$ cat src/rtl/boot_seq_pkg.sv
package boot_seq_pkg;

    localparam int WORD_W      = 24;
    localparam int LEN_W       = 5;
    localparam int NUM_STEPS   = 6;
    localparam int STEP_W      = $clog2(NUM_STEPS);
    localparam int CNT_RST_BIT = 3;

    typedef enum logic [1:0] {
        ST_SETTLE,
        ST_ISSUE,
        ST_WAIT_ACK,
        ST_LIVE
    } boot_state_e;

    typedef struct packed {
        logic [LEN_W-1:0]  len;
        logic [WORD_W-1:0] word;
    } wr_cmd_t;

    function automatic wr_cmd_t pick_cmd(
        input logic [STEP_W-1:0] idx,
        input logic [WORD_W-1:0] ns_w,
        input logic [WORD_W-1:0] ctl_w,
        input logic [WORD_W-1:0] ref_w,
        input logic [WORD_W-1:0] fb_w
    );
        wr_cmd_t c;
        logic [WORD_W-1:0] ctl_hold;
        logic [WORD_W-1:0] ctl_run;
        ctl_hold = ctl_w | (WORD_W'(1) << CNT_RST_BIT);
        ctl_run  = ctl_w & ~(WORD_W'(1) << CNT_RST_BIT);
        case (idx)
            STEP_W'(0): c = '{len: LEN_W'(11), word: WORD_W'(3)};
            STEP_W'(1): c = '{len: LEN_W'(11), word: ns_w};
            STEP_W'(2): c = '{len: LEN_W'(16), word: ctl_hold};
            STEP_W'(3): c = '{len: LEN_W'(24), word: ref_w};
            STEP_W'(4): c = '{len: LEN_W'(24), word: fb_w};
            default:    c = '{len: LEN_W'(16), word: ctl_run};
        endcase
        return c;
    endfunction

endpackage

$ cat src/rtl/settle_timer.sv
module settle_timer #(
    parameter int SETTLE_CYCLES = 12_500_000
) (
    input  logic clk,
    input  logic rst,
    output logic settled
);
    localparam int CW = $clog2(SETTLE_CYCLES + 1);

    logic [CW-1:0] cnt_q;
    logic          settled_q;

    always_ff @(posedge clk) begin
        if (rst) begin
            cnt_q     <= '0;
            settled_q <= 1'b0;
        end else if (!settled_q) begin
            if (cnt_q == CW'(SETTLE_CYCLES - 1)) begin
                settled_q <= 1'b1;
            end else begin
                cnt_q <= cnt_q + CW'(1);
            end
        end
    end

    assign settled = settled_q;


    settled_sticky_chk: assert property (@(posedge clk) disable iff (rst)
        settled |=> settled);

endmodule

$ cat src/rtl/write_sequencer.sv
module write_sequencer
    import boot_seq_pkg::*;
#(
    parameter logic [WORD_W-1:0] NS_WORD   = 24'h0003C7,
    parameter logic [WORD_W-1:0] CTRL_WORD = 24'h0001E2,
    parameter logic [WORD_W-1:0] REF_WORD  = 24'h1440A1,
    parameter logic [WORD_W-1:0] FB_WORD   = 24'h3FC060
) (
    input  logic              clk,
    input  logic              rst,
    input  logic              settled,
    input  logic              wr_ack,
    output logic              wr_go,
    output logic [LEN_W-1:0]  wr_len,
    output logic [WORD_W-1:0] wr_word,
    output logic              cfg_done
);
    localparam logic [STEP_W-1:0] LAST_STEP = STEP_W'(NUM_STEPS - 1);

    boot_state_e       state_q;
    logic [STEP_W-1:0] idx_q;
    wr_cmd_t           cmd;

    always_ff @(posedge clk) begin
        if (rst) begin
            state_q <= ST_SETTLE;
            idx_q   <= '0;
        end else begin
            case (state_q)
                ST_SETTLE:   if (settled) state_q <= ST_ISSUE;
                ST_ISSUE:    state_q <= ST_WAIT_ACK;
                ST_WAIT_ACK: if (wr_ack) begin
                    if (idx_q == LAST_STEP) begin
                        state_q <= ST_LIVE;
                    end else begin
                        idx_q   <= idx_q + STEP_W'(1);
                        state_q <= ST_ISSUE;
                    end
                end
                default:     state_q <= ST_LIVE;
            endcase
        end
    end

    always_comb begin
        cmd = pick_cmd(idx_q, NS_WORD, CTRL_WORD, REF_WORD, FB_WORD);
    end

    assign wr_go    = (state_q == ST_ISSUE);
    assign wr_len   = cmd.len;
    assign wr_word  = cmd.word;
    assign cfg_done = (state_q == ST_LIVE);


    go_single_chk: assert property (@(posedge clk) disable iff (rst)
        wr_go |=> !wr_go);


    word_hold_chk: assert property (@(posedge clk) disable iff (rst)
        (wr_go || (state_q == ST_WAIT_ACK && !wr_ack)) |=> ($stable(wr_word) && $stable(wr_len)));


    done_sticky_chk: assert property (@(posedge clk) disable iff (rst)
        cfg_done |=> cfg_done);


    no_go_after_done_chk: assert property (@(posedge clk) disable iff (rst)
        cfg_done |-> !wr_go);

endmodule

$ cat src/rtl/lock_follower.sv
module lock_follower (
    input  logic clk,
    input  logic rst,
    input  logic cfg_done,
    input  logic lock_det,
    output logic lock_led
);
    logic [1:0] sync_q;
    logic       led_q;

    always_ff @(posedge clk) begin
        if (rst) begin
            sync_q <= '0;
            led_q  <= 1'b0;
        end else begin
            sync_q <= {sync_q[0], lock_det};
            led_q  <= cfg_done & sync_q[1];
        end
    end

    assign lock_led = led_q;


    led_gated_chk: assert property (@(posedge clk) disable iff (rst)
        !cfg_done |-> !lock_led);

endmodule

$ cat src/rtl/synth_boot_seq.sv
module synth_boot_seq
    import boot_seq_pkg::*;
#(
    parameter int                SETTLE_CYCLES = 12_500_000,
    parameter logic [WORD_W-1:0] NS_WORD       = 24'h0003C7,
    parameter logic [WORD_W-1:0] CTRL_WORD     = 24'h0001E2,
    parameter logic [WORD_W-1:0] REF_WORD      = 24'h1440A1,
    parameter logic [WORD_W-1:0] FB_WORD       = 24'h3FC060
) (
    input  logic              clk,
    input  logic              rst,
    input  logic              wr_ack,
    input  logic              lock_det,
    output logic              wr_go,
    output logic [LEN_W-1:0]  wr_len,
    output logic [WORD_W-1:0] wr_word,
    output logic              cfg_done,
    output logic              lock_led
);
    logic settled;

    settle_timer #(.SETTLE_CYCLES(SETTLE_CYCLES)) i_timer (
        .clk     (clk),
        .rst     (rst),
        .settled (settled)
    );

    write_sequencer #(
        .NS_WORD   (NS_WORD),
        .CTRL_WORD (CTRL_WORD),
        .REF_WORD  (REF_WORD),
        .FB_WORD   (FB_WORD)
    ) i_seq (
        .clk      (clk),
        .rst      (rst),
        .settled  (settled),
        .wr_ack   (wr_ack),
        .wr_go    (wr_go),
        .wr_len   (wr_len),
        .wr_word  (wr_word),
        .cfg_done (cfg_done)
    );

    lock_follower i_lock (
        .clk      (clk),
        .rst      (rst),
        .cfg_done (cfg_done),
        .lock_det (lock_det),
        .lock_led (lock_led)
    );


    wait_settle_chk: assert property (@(posedge clk) disable iff (rst)
        !settled |-> (!wr_go && !cfg_done));

endmodule

$ cat config.mk
export PLATFORM = sky130hd
export DESIGN_NAME = synth_boot_seq
export DESIGN_NICKNAME = d
export VERILOG_FILES = /design/src/rtl/boot_seq_pkg.sv /design/src/rtl/settle_timer.sv /design/src/rtl/write_sequencer.sv /design/src/rtl/lock_follower.sv /design/src/rtl/synth_boot_seq.sv
export SDC_FILE = /design/constraint.sdc
export NUM_CORES = 1
export LEC_CHECK = 0
export BUFFER_PORTS_ARGS = -buffer_cell sky130_fd_sc_hd__buf_2
export CAP_MARGIN = 20
export CORE_MARGIN = 2
export CORE_UTILIZATION = 49
export DETAILED_ROUTE_END_ITERATION = 8
export GPL_TIMING_DRIVEN = 0
export PLACE_DENSITY = 0.75
export SYNTH_ARGS = -nofsm -noshare
export SYNTH_HDL_FRONTEND = slang
export SYNTH_SLANG_ARGS = --single-unit
$ cat constraint.sdc
create_clock -name clk -period 1.8 [get_ports clk]
set_input_delay 0.36 -clock clk [delete_from_list [all_inputs] [get_ports clk]]
set_output_delay 0.36 -clock clk [all_outputs]
set_load 0.01 [all_outputs]
Word-level counts from Yosys, hierarchy flattened
Index checks and enable logic that the tools add are counted.
Word-level totals
  register bits: 33
Cells by class
  $add $sub $neg: 2
  equal/unequal tests: 11
  multiplexer cells: 7
  bitwise gates (word level): 4
  reductions and logical operators: 5
Operators with widths (number)
  $pmux W29 S5: 1
  $add A24 B1 Y24 const B: 1
  $eq A24 B24 Y1 const B: 1
  $eq A3 B2 Y1 const B: 2
  $eq A3 B3 Y1 const B: 2
  $mux W2: 3
  $pmux W2 S3: 1
  $eq A2 B2 Y1 const B: 2
  $ne A2 B2 Y1 const B: 2
  $reduce_and A2 Y1: 2
  $add A3 B1 Y3 const B: 1
  $eq A3 B1 Y1 const B: 1
  $logic_not A3 Y1: 1
  $not A1 Y1: 3
  $reduce_and A3 Y1: 1
  $eq A2 B1 Y1 const B: 1
  $logic_not A2 Y1: 1
  $mux W1: 2
  $and A1 B1 Y1: 1

Depth between registers and ports, before layout
Gate-level depths: netlist of the first run.
  depth after elaboration: 4
  gate-level depth with buffers: 7
  depth with buffers taken out: 6

By module
From an unflattened synthesis of the first run, not the netlist that was laid out.
Unflattened totals
  cell total of the unflattened synthesis: 211
  area total of the unflattened synthesis: 1823.0 um^2
By module, submodules not included
  settle_timer: times used 1, cells an instance 139, area an instance 1209.9 um^2
  write_sequencer: times used 1, cells an instance 66, area an instance 531.8 um^2
  lock_follower: times used 1, cells an instance 6, area an instance 81.3 um^2

Worst setup path before layout of the first run
Ideal clock, no wire load.
  path kind: reg-to-output
  start: reg i_seq.idx_q[0]
  end: out wr_word[1]
  arrival: 1578 ps
  slack: -138 ps
  cell stages (with the launch flop): 6
  path buffers: 0
  cell sequence: dfxtp_1 inv_1 ha_1 o21ai_0 inv_1 or3b_2
Between the ends
  word-level cells in the longest chain between the ends: 2
  elaborated cells between the ends (all ways): 6
Ends and longest elaborated chain
  start, declared: RTL line write_sequencer.sv:21  | logic [STEP_W-1:0] idx_q;
  start signal, assigned: RTL line write_sequencer.sv:36  | idx_q <= idx_q + STEP_W'(1);
  $eq A3 B3 Y1 (tied with other cells): RTL line boot_seq_pkg.sv:33  | case (idx)
  $pmux W29 S5 (*): RTL line boot_seq_pkg.sv:33
  end, declared: RTL line synth_boot_seq.sv:16  | output logic [WORD_W-1:0] wr_word,
Mark *: on every way between the ends. The rest lies on a longest branch, timed or not.

Final worst setup path of the first run
  start: reg i_seq.idx_q[0]
  end: out wr_word[5]
Same word-level chain as after synthesis.

==> out/metrics.yaml, run 1 <==
maxCapViolCount: 0
fin_cells: 321
syn_inst: 211
area_growth_pct: 47.7
fin_ws_ps: -325
ys.flop_type: "dfxtp_1"
yosys.area.top_type: "dfxtp_1"
first_global_vias: 1550
hp-class: "in2reg"
drcViolationCount: 0
cts_buffers: 5
diodes: 0
worstPathRequired_ps: 1440
cts_sinks: 33
leakagePower_uw: 0.00113
finish.utilization_pct: 77.6
coreArea_um2: 3420
gp_congestion: 0.850
wl_per_cell_um: 15.2
crit_arrival_ps: 1770
overflow: 0
synth_seq_cells: 33
fp-row-count: 21
violations: "setup timing"
synth_most_common_cell: "dfxtp_1"
grt-busiest-layer: "met2"
met3_usage_pct: 7.81
vias: 1726
clk_pin_slew_ps: 120
grt_util_met1_pct: 24.1
die_w_um: 64.5
multi_input_area_um2: 1200
ir_worst_vdd_mv: 0.395
final_nets: 284
htree_levels: 2
numPlacedInstances: 290
vias_per_cell: 5.38
cts_tree: "yes"
drv_slew: 0
syn_avg_cell_area_um2: 8.50
period_share_pct: 118
yosysUniqueCellTypes: 43
insertion_delay_ps: 360
cp_max_fo: 3
critPathLaunchType: "register"
skew_ps: 21.6
die_h_um: 64.5
cts_buffer_depth: 2
grtUsageTotal_pct: 22.3
grt_start_max_net_pins: 13
sequential_cell_area_um2: 696
hold_buffers: 0
synth.area.top_cells: "dfxtp_1 37%, buf_4 7.1%, ha_1 4.2%, nor2_1 4.0%, xnor2_1 3.9%"
hold_viol: 0
place_hpwl_um: 2480
netlist_top_cells_count: "33 x dfxtp_1, 19 x nor2_1, 17 x buf_4, 11 x a21oi_1, 11 x o21ai_0"
grt_util_met2_pct: 40.2
fp.dieArea_um2: 4160
r2r_cells: 4
synth_edf_count: 0
period_needed_ps: 2130
routed_wl_um: 4870
rsz0062_at_grt: "true"
pin_count: 36
fill_cells: 214
ant_nets: 0
crit_path_end_kind: "output pin"
synth_area_um2: 1790
hold_depth: 2
criticalPathCategory: "reg2out"
first_pass_iters: 4
max_freq_mhz: 471
yosysSeqAreaShare_pct: 36.8
synth_warnings: 0
port_buffers: 26
grt_pass1_wl_um: 7100
root_buffer: "clkbuf_4"
yosysTopAreaCellShare_pct: 36.8
setup_viol: 18
drtIter0Drc: 66
finalPower_uw: 1370
synthArstFlopShare_pct: 0
initial_core_util_pct: 52.5
hold_ws_ps: 201
drive_gt1_share_pct: 47.6
powerDensity_nw_per_um2: 518
antenna_found_initial: 0
status: "finished, violations left"
[timing repair]
action | in CTS | in global routing
setup buffers | 17 | 9
gates cloned | 0 | 1
pin swaps | 6 | 10
gates resized for setup | 45 | 53
setup endpoints to repair | 26 | 40
[routing by layer]
metal	part of all wire [%]	vias to the layer above	wire (µm)
met3	6.1	18	299
li1	-	850	-
met1	42	799	2020
met4	3.0	0	146
met5	0	-	0
met2	49	59	2400
[metrics by stage]
step	TNS (ps)	setup slack, ps	area (µm²)
floorplan	0	13.8	1820
global placement	-455	-132	2010
detailed placement	-447	-141	2010
CTS	-1540	-244	2410
global route	-3580	-375	2650
finish	-2530	-325	2650
[cells in the final DEF, fill, tap and decap left out, types with 3 or more instances in the layout]
master    Yosys  layout
conb_1        1       8
xor2_1        5       5
mux2i_1       3       3
dfxtp_2       0      10
nand3_1       7       6
inv_1        10       6
nor2b_1      10       8
ha_4          0       5
or4_1         4       4
clkbuf_1      4       4
nand4_1       5       5
o21ai_0      11       9
a21oi_1      11       9
dfxtp_4       0       6
buf_2         1      17
nor2_1       19      18
dfxtp_1      33      17
buf_6         0      22
clkbuf_4      0       5
buf_4        17      27
xnor2_1       8       7
nor3_1        6       4
or3_1         7       6
nand2_1      10       9
[power by group]
group	internal [µW]	switching, µW
Sequential	729	7.02
Combinational	23.5	34.2
Clock	294	286
Total	1050	327
[registers in the layout, indices dropped and copies added, names as in the netlist]
signal and cells:
i_lock.lock_led 1, i_lock.sync_q 2, i_seq.idx_q 3, i_seq.state_q 2
i_timer.cnt_q 24, i_timer.settled 1
[path summary, 6_finish.rpt]
| check | startpoint | endpoint | slack (ps) |
|---|---|---|---|
| setup / recovery | i_seq.idx_q[0] | wr_word[5] | -330 |
| hold / removal | lock_det | i_lock.sync_q[0] | 200 |
| setup reg to reg | i_timer.cnt_q[16] | i_timer.cnt_q[23] | 20 |
| hold reg to reg | i_lock.sync_q[0] | i_lock.sync_q[1] | 460 |
[cells by family (layout without fill, tap and decap cells)]
kind of cell / Yosys count / count (layout) / share of synthesized area (%)
other: 1 / 8 / 0.209
xor gates and xnor gates: 13 / 13 / 6.35
and+or+nand+nor: 92 / 92 / 30.1
DFF: 33 / 33 / 36.8
muxes: 5 / 5 / 2.93
adders and majority gates: 6 / 6 / 4.18
AOI/OAI and AO/OA: 29 / 29 / 9.13
buffers and inverters: 32 / 89 / 10.3
[area by class of cell]
class                   instances  area share, %
multi-input cells             153           45.3
flip-flops and latches         33           26.3
repair buffers                 49           15.3
plain buffers                  22           6.23
well taps                      46           2.17
clock inverters                 3           1.75
inverters                      10           1.61
clock buffers                   5           1.42
[critical path, cell delays in order, from the launching register on]
cell and delay (ps):
dfxtp_4 410, buf_12 110, ha_4 140, o21ai_4 70
or3_1 410, buf_4 160, buf_6 110
No activity file was read; power rests on OpenSTA's default activity.
==> run 2, diff against run 1 <==
PLACE_DENSITY = 0.81   (was 0.75)
==> run 2 against run 1 <==
The flow still finishes with violations (setup timing). Cell count down 3.1%. Design area shrank 5.8%. Clock skew is 12 ps lower. Via count fell by 4.5%. Largest power group unchanged. Highest routed layer unchanged.
==> out/metrics.yaml, run 2 (synthesized netlist as in run 1, its figures left out) <==
status: "finished, violations left"
violations: "setup timing"
root_buffer: "clkbuf_4"
final_cell_mix: "23 x buf_4, 20 x buf_2, 18 x nor2_1"
hold_viol: 0  # unchanged
final_nets: 274  # -3.5%
wl_per_cell_um: 14.3  # -5.8%
place_hpwl_um: 2590  # +4.7%
die_w_um: 64.5  # unchanged
htree_levels: 2  # unchanged
maxCapViolCount: 0  # unchanged
pin_count: 36  # unchanged
clkPwrFrac_pct: 37.8  # -4.4 points
powerDensity_nw_per_um2: 515  # -0.53%
crit_path_end_kind: "output pin"
rsz0062_at_grt: "true"
hold_ws_ps: 224  # +23.3 ps
numPlacedInstances: 290  # unchanged
fin_ws_ps: -283  # +41.7 ps
r2r_cells: 7  # +3
fp.dieArea_um2: 4160  # unchanged
antenna_found_initial: 0  # unchanged
vias: 1649  # -4.5%
setup_viol: 11  # -7
port_buffers: 26  # unchanged
pwr-share-comb_pct: 4.8  # +0.6 points
diodes: 0  # unchanged
hold_buffers: 0  # unchanged
clk_pin_slew_ps: 100  # -20 ps
grtUsageTotal_pct: 20.8  # -1.5 points
largestRegisters: "i_timer.cnt_q: 24 flops, i_seq.idx_q: 3 flops"
grt_pass1_wl_um: 6710  # -5.5%
hp-class: "in2reg"
fp-row-count: 21  # unchanged
largest_register: "i_timer.cnt_q"
layout_commonest_cell: "buf_4"
area_growth_pct: 39.1
ant_nets: 0  # unchanged
gp_congestion: 0.835  # -1.8%
skew_ps: 9.91  # -11.7 ps
hold_depth: 2  # unchanged
period_needed_ps: 2080  # -41.7 ps
coreArea_um2: 3420  # unchanged
leakagePower_uw: 0.00106  # -6.2%
initial_core_util_pct: 52.5  # unchanged
critPathLaunchType: "register"
cts_tree: "yes"
drive_gt1_share_pct: 46.0  # -1.6 points
fin_cells: 311  # -3.1%
first_global_vias: 1518  # -2.1%
timing.setup.tns_ps: -1590  # +940 ps
worstPathRequired_ps: 1440  # about the same
cts_buffers: 5  # unchanged
finish.utilization_pct: 73.1  # -4.5 points
internal-power_uw: 981  # -6.2%
cts_sinks: 33  # unchanged
switchingPower_uw: 305  # -6.5%
drtIter0Drc: 72  # +9.1%
vias_per_cell: 5.30  # -1.4%
ir_worst_vdd_mv: 0.567  # +43%
seqPwrFrac_pct: 57.4  # +3.8 points
finalPower_uw: 1290  # -6.3%
max_freq_mhz: 480  # +2.0%
first_pass_iters: 4  # unchanged
grt_start_max_net_pins: 11  # -2
crit_arrival_ps: 1720  # -50 ps
overflow: 0  # unchanged
criticalPathCategory: "reg2out"
drcViolationCount: 0  # unchanged
routed_wl_um: 4440  # -8.8%
largest_reg_flops: 24  # unchanged
period_share_pct: 116  # -2.3 points
cts_buffer_depth: 2  # unchanged
drv_slew: 0  # unchanged
insertion_delay_ps: 350  # about the same
cp_max_fo: 4  # +1
p_sw_share_pct: 23.7  # -0.056 points
die_h_um: 64.5  # unchanged
## run 2: area by class of cell
cell class / count / area (µm²)
inverters: 10 / 42.5
repair buffers: 39 / 284
clock buffers: 7 / 65.1
plain buffers: 22 / 161
multi-input cells: 153 / 1180
clock inverters: 1 / 5.00
fillers: 242 / 920
flip-flops and latches: 33 / 701
well taps: 46 / 57.6
## run 2: through the flow
stage | worst slack (ps) | instance area [µm²]
final | -283 | 2500
after global routing | -345 | 2500
after CTS | -237 | 2330
after detailed placement | -152 | 2010
after global placement | -128 | 2010
after floorplan | 13.8 | 1820
## run 2: worst paths after layout
kind                     startpoint                to  slack, ps
hold reg to reg    i_lock.sync_q[0]  i_lock.sync_q[1]        450
hold / removal             lock_det  i_lock.sync_q[0]        220
setup / recovery     i_seq.idx_q[1]        wr_word[5]       -280
setup reg to reg  i_timer.cnt_q[14]  i_timer.cnt_q[1]         30
## run 2: worst max-delay path, cell delays in order (launching register included)
cell and delay (ps):
dfxtp_4 380, buf_6 120, ha_4 140, nor2b_4 130, or3_1 340, buf_4 150, buf_6 110
## run 2: repair_timing
item                                   CTS  global route
resized for setup                       46            40
buffers inserted                         8             4
pin swaps                                7             8
setup endpoints to repair               27            37
cloned                                   0             1
endpoints found under the hold margin    0             0
## run 2: power by group through the flow
stage               clock [µW]  combinational, µW  sequential (µW)
finish                     487               61.3              738
global route               533               68.9              740
CTS                        485               57.4              740
detailed placement           0               57.2              761
global placement             0               55.4              761
floorplan                    0               45.9              760
## run 2: metal layers
| metal | up-vias | GRT usage [%] | part of all wire (%) |
|---|---|---|---|
| li1 | 813 | - | - |
| met1 | 779 | 24.2 | 43 |
| met2 | 47 | 35.9 | 50 |
| met3 | 10 | 7.12 | 5.6 |
| met4 | 0 | 6.65 | 1.6 |
| met5 | - | 0 | 0 |
==> run 3, diff against run 2 <==
PLACE_DENSITY = 0.85   (was 0.81)
==> run 3 against run 2 <==
The flow still finishes with violations (setup timing). Maximum frequency fell by 1.2%. Via count grew 0.36%. Combinational power decreased by 5.9%. Power shrank 4.8%. Cell count increased by 1.6%. Highest routed layer unchanged. Largest cell class unchanged. Register-to-register slack got worse by 20 ps. Critical path type unchanged. Die area is the same. Routed wire length barely moved. Largest power group unchanged. Non-clock buffer count is 5 higher. Count of clock-buffer cells in the layout is 2 lower. Sequential share of layout area is 0.11 points lower. Critical path depth unchanged.
==> out/metrics.yaml, run 3 (synthesized netlist as in run 1, its figures left out) <==
status: "finished, violations left"
rsz0062_at_grt: "true"
grtUsageTotal_pct: 21.8  # +0.92 points
cts_buffers: 5  # unchanged
hold_depth: 2  # unchanged
vias: 1655  # +0.36%
worstPathRequired_ps: 1440  # about the same
period_share_pct: 117  # +1.5 points
relSlewSlack_pct: 66.0
drtIter0Drc: 58  # -19%
fin_cells: 316  # +1.6%
crit_path_end_kind: "output pin"
gp_congestion: 0.864  # +3.6%
vias_per_cell: 5.24  # -1.2%
finish.utilization_pct: 72.3  # -0.77 points
overflow: 0  # unchanged
hp-class: "in2reg"
critPathLaunchType: "register"
r2r_cells: 7  # unchanged
fp.dieArea_um2: 4160  # unchanged
port_buffers: 26  # unchanged
hold_viol: 0  # unchanged
drive_gt1_share_pct: 43.7  # -2.3 points
die_w_um: 64.5  # unchanged
routed_wl_um: 4450  # about the same
cts_buffer_depth: 2  # unchanged
criticalPathCategory: "reg2out"
multi_input_area_um2: 1150  # -2.2%
skew_ps: 20.1  # +10.2 ps
final_cell_mix: "31 x buf_4, 21 x buf_2, 19 x dfxtp_1"
fin_ws_ps: -310  # -26.1 ps
crit_slowest_cell: "or3_1"
drcViolationCount: 0  # unchanged
numPlacedInstances: 290  # unchanged
path_depth: 6  # unchanged
largestRegisters: "i_timer.cnt_q: 24 flops, i_seq.idx_q: 3 flops"
first_pass_iters: 4  # unchanged
cp.buffers_inverters: 3  # unchanged
grt_pass1_wl_um: 6810  # +1.4%
cp_common_cell: "buf_6"
setup_viol: 16  # +5
wl_per_cell_um: 14.1  # -1.6%
place_hpwl_um: 2580  # -0.62%
crit_arrival_ps: 1750  # +30 ps
layout_commonest_cell: "buf_4"
final_nets: 279  # +1.8%
clk_pin_slew_ps: 120  # +20 ps
insertion_delay_ps: 370  # +20 ps
first_global_vias: 1468  # -3.3%
coreArea_um2: 3420  # unchanged
violations: "setup timing"
initial_core_util_pct: 52.5  # unchanged
ir_worst_vdd_mv: 0.442  # -22%
period_needed_ps: 2110  # +26.1 ps
maxCapViolCount: 0  # unchanged
ant_nets: 0  # unchanged
cts_sinks: 33  # unchanged
pin_count: 36  # unchanged
max_freq_mhz: 474  # -1.2%
finalPower_uw: 1230  # -4.8%
die_h_um: 64.5  # unchanged
root_buffer: "clkbuf_4"
cp_top_family: "simple AND/OR/NAND/NOR gates"
leakagePower_uw: 0.00106  # +0.13%
powerDensity_nw_per_um2: 496  # -3.8%
cpPeakStageDelay_ps: 430  # +50 ps
diodes: 0  # unchanged
sequential_cell_area_um2: 691  # -1.4%
path_cells: "buf_6 > ha_4 > o21ai_4 > or3_1 > buf_4 > buf_6"
antenna_found_initial: 0  # unchanged
fp-row-count: 21  # unchanged
largest_reg_flops: 24  # unchanged
hold_buffers: 0  # unchanged
fill_cells: 238  # -1.7%
cts_tree: "yes"
area_growth_pct: 37.7
drv_slew: 0  # unchanged
htree_levels: 2  # unchanged
largest_register: "i_timer.cnt_q"
worst_pin_slew_ps: 510
cp_max_fo: 3  # -1
grt_start_max_net_pins: 13  # +2
[run 3: cell count changes in the layout (fill, tap and decap cells not counted), moves of 2 or more]
cell        previous run  this run
buf_4                 23        31
buf_6                 14        10
clkbuf_8               2         0
clkinvlp_4             0         3
dfxtp_1               15        19
dfxtp_2               11         9
dfxtp_4                7         5
ha_4                   6         4
inv_1                  5         7
inv_2                  3         1
[run 3: final cells by class]
cell class | count | share of cell area, %
multi-input combinational | 153 | 46.7
sequential | 33 | 28.0
timing repair buffer | 44 | 12.6
buffer | 22 | 6.23
tap | 46 | 2.33
inverter | 10 | 1.72
clock buffer | 5 | 1.52
clock inverter | 3 | 0.912
[run 3: path summary, 6_finish.rpt]
kind	from	end	slack, ps
setup reg to reg	i_timer.cnt_q[22]	i_timer.cnt_q[1]	10
hold / removal	lock_det	i_lock.sync_q[0]	190
hold reg to reg	i_lock.sync_q[0]	i_lock.sync_q[1]	450
setup / recovery	i_seq.idx_q[0]	wr_word[5]	-310
[run 3: worst reg2reg max path, stage by stage, from the launching register on]
cell	delay [ps]
dfxtp_1	370
nor4bb_4	300
nand4_1	190
buf_4	190
o21ai_4	210
buf_6	160
mux2i_1	190
nor2_1	50
[run 3: where the power goes]
group	internal (µW)	switching [µW]	total, µW	leakage (µW)
Combinational	23.4	34.3	57.7	0.000758
Sequential	731	6.98	738	0.000275
Clock	151	279	430	0.0000234
Total	905	321	1230	0.00106
[run 3: repair_timing]
action / in CTS / in global routing
pin swaps: 11 / 6
hold endpoints to repair: 0 / 0
setup buffers: 11 / 6
endpoints found under the setup margin: 27 / 37
gates resized for setup: 44 / 25
cloned: 0 / 1
[run 3: metal layers]
metal,global-route usage [%],share of wire [%],vias to the layer above
met5,0,0,-
met1,24.5,42,767
met2,36.8,51,58
li1,-,-,825
met3,6.42,5.5,5
met4,11.7,1.8,0
[run 3: stage by stage]
stage                     hold WS [ps]  area [µm²]  setup slack, ps  TNS [ps]
after CTS                          185        2340             -260     -1810
after floorplan                    414        1820             13.8         0
final                              193        2470             -310     -2410
after global placement             418        2010             -114      -403
after global routing               200        2470             -364     -3790
after detailed placement           428        2010             -145      -782
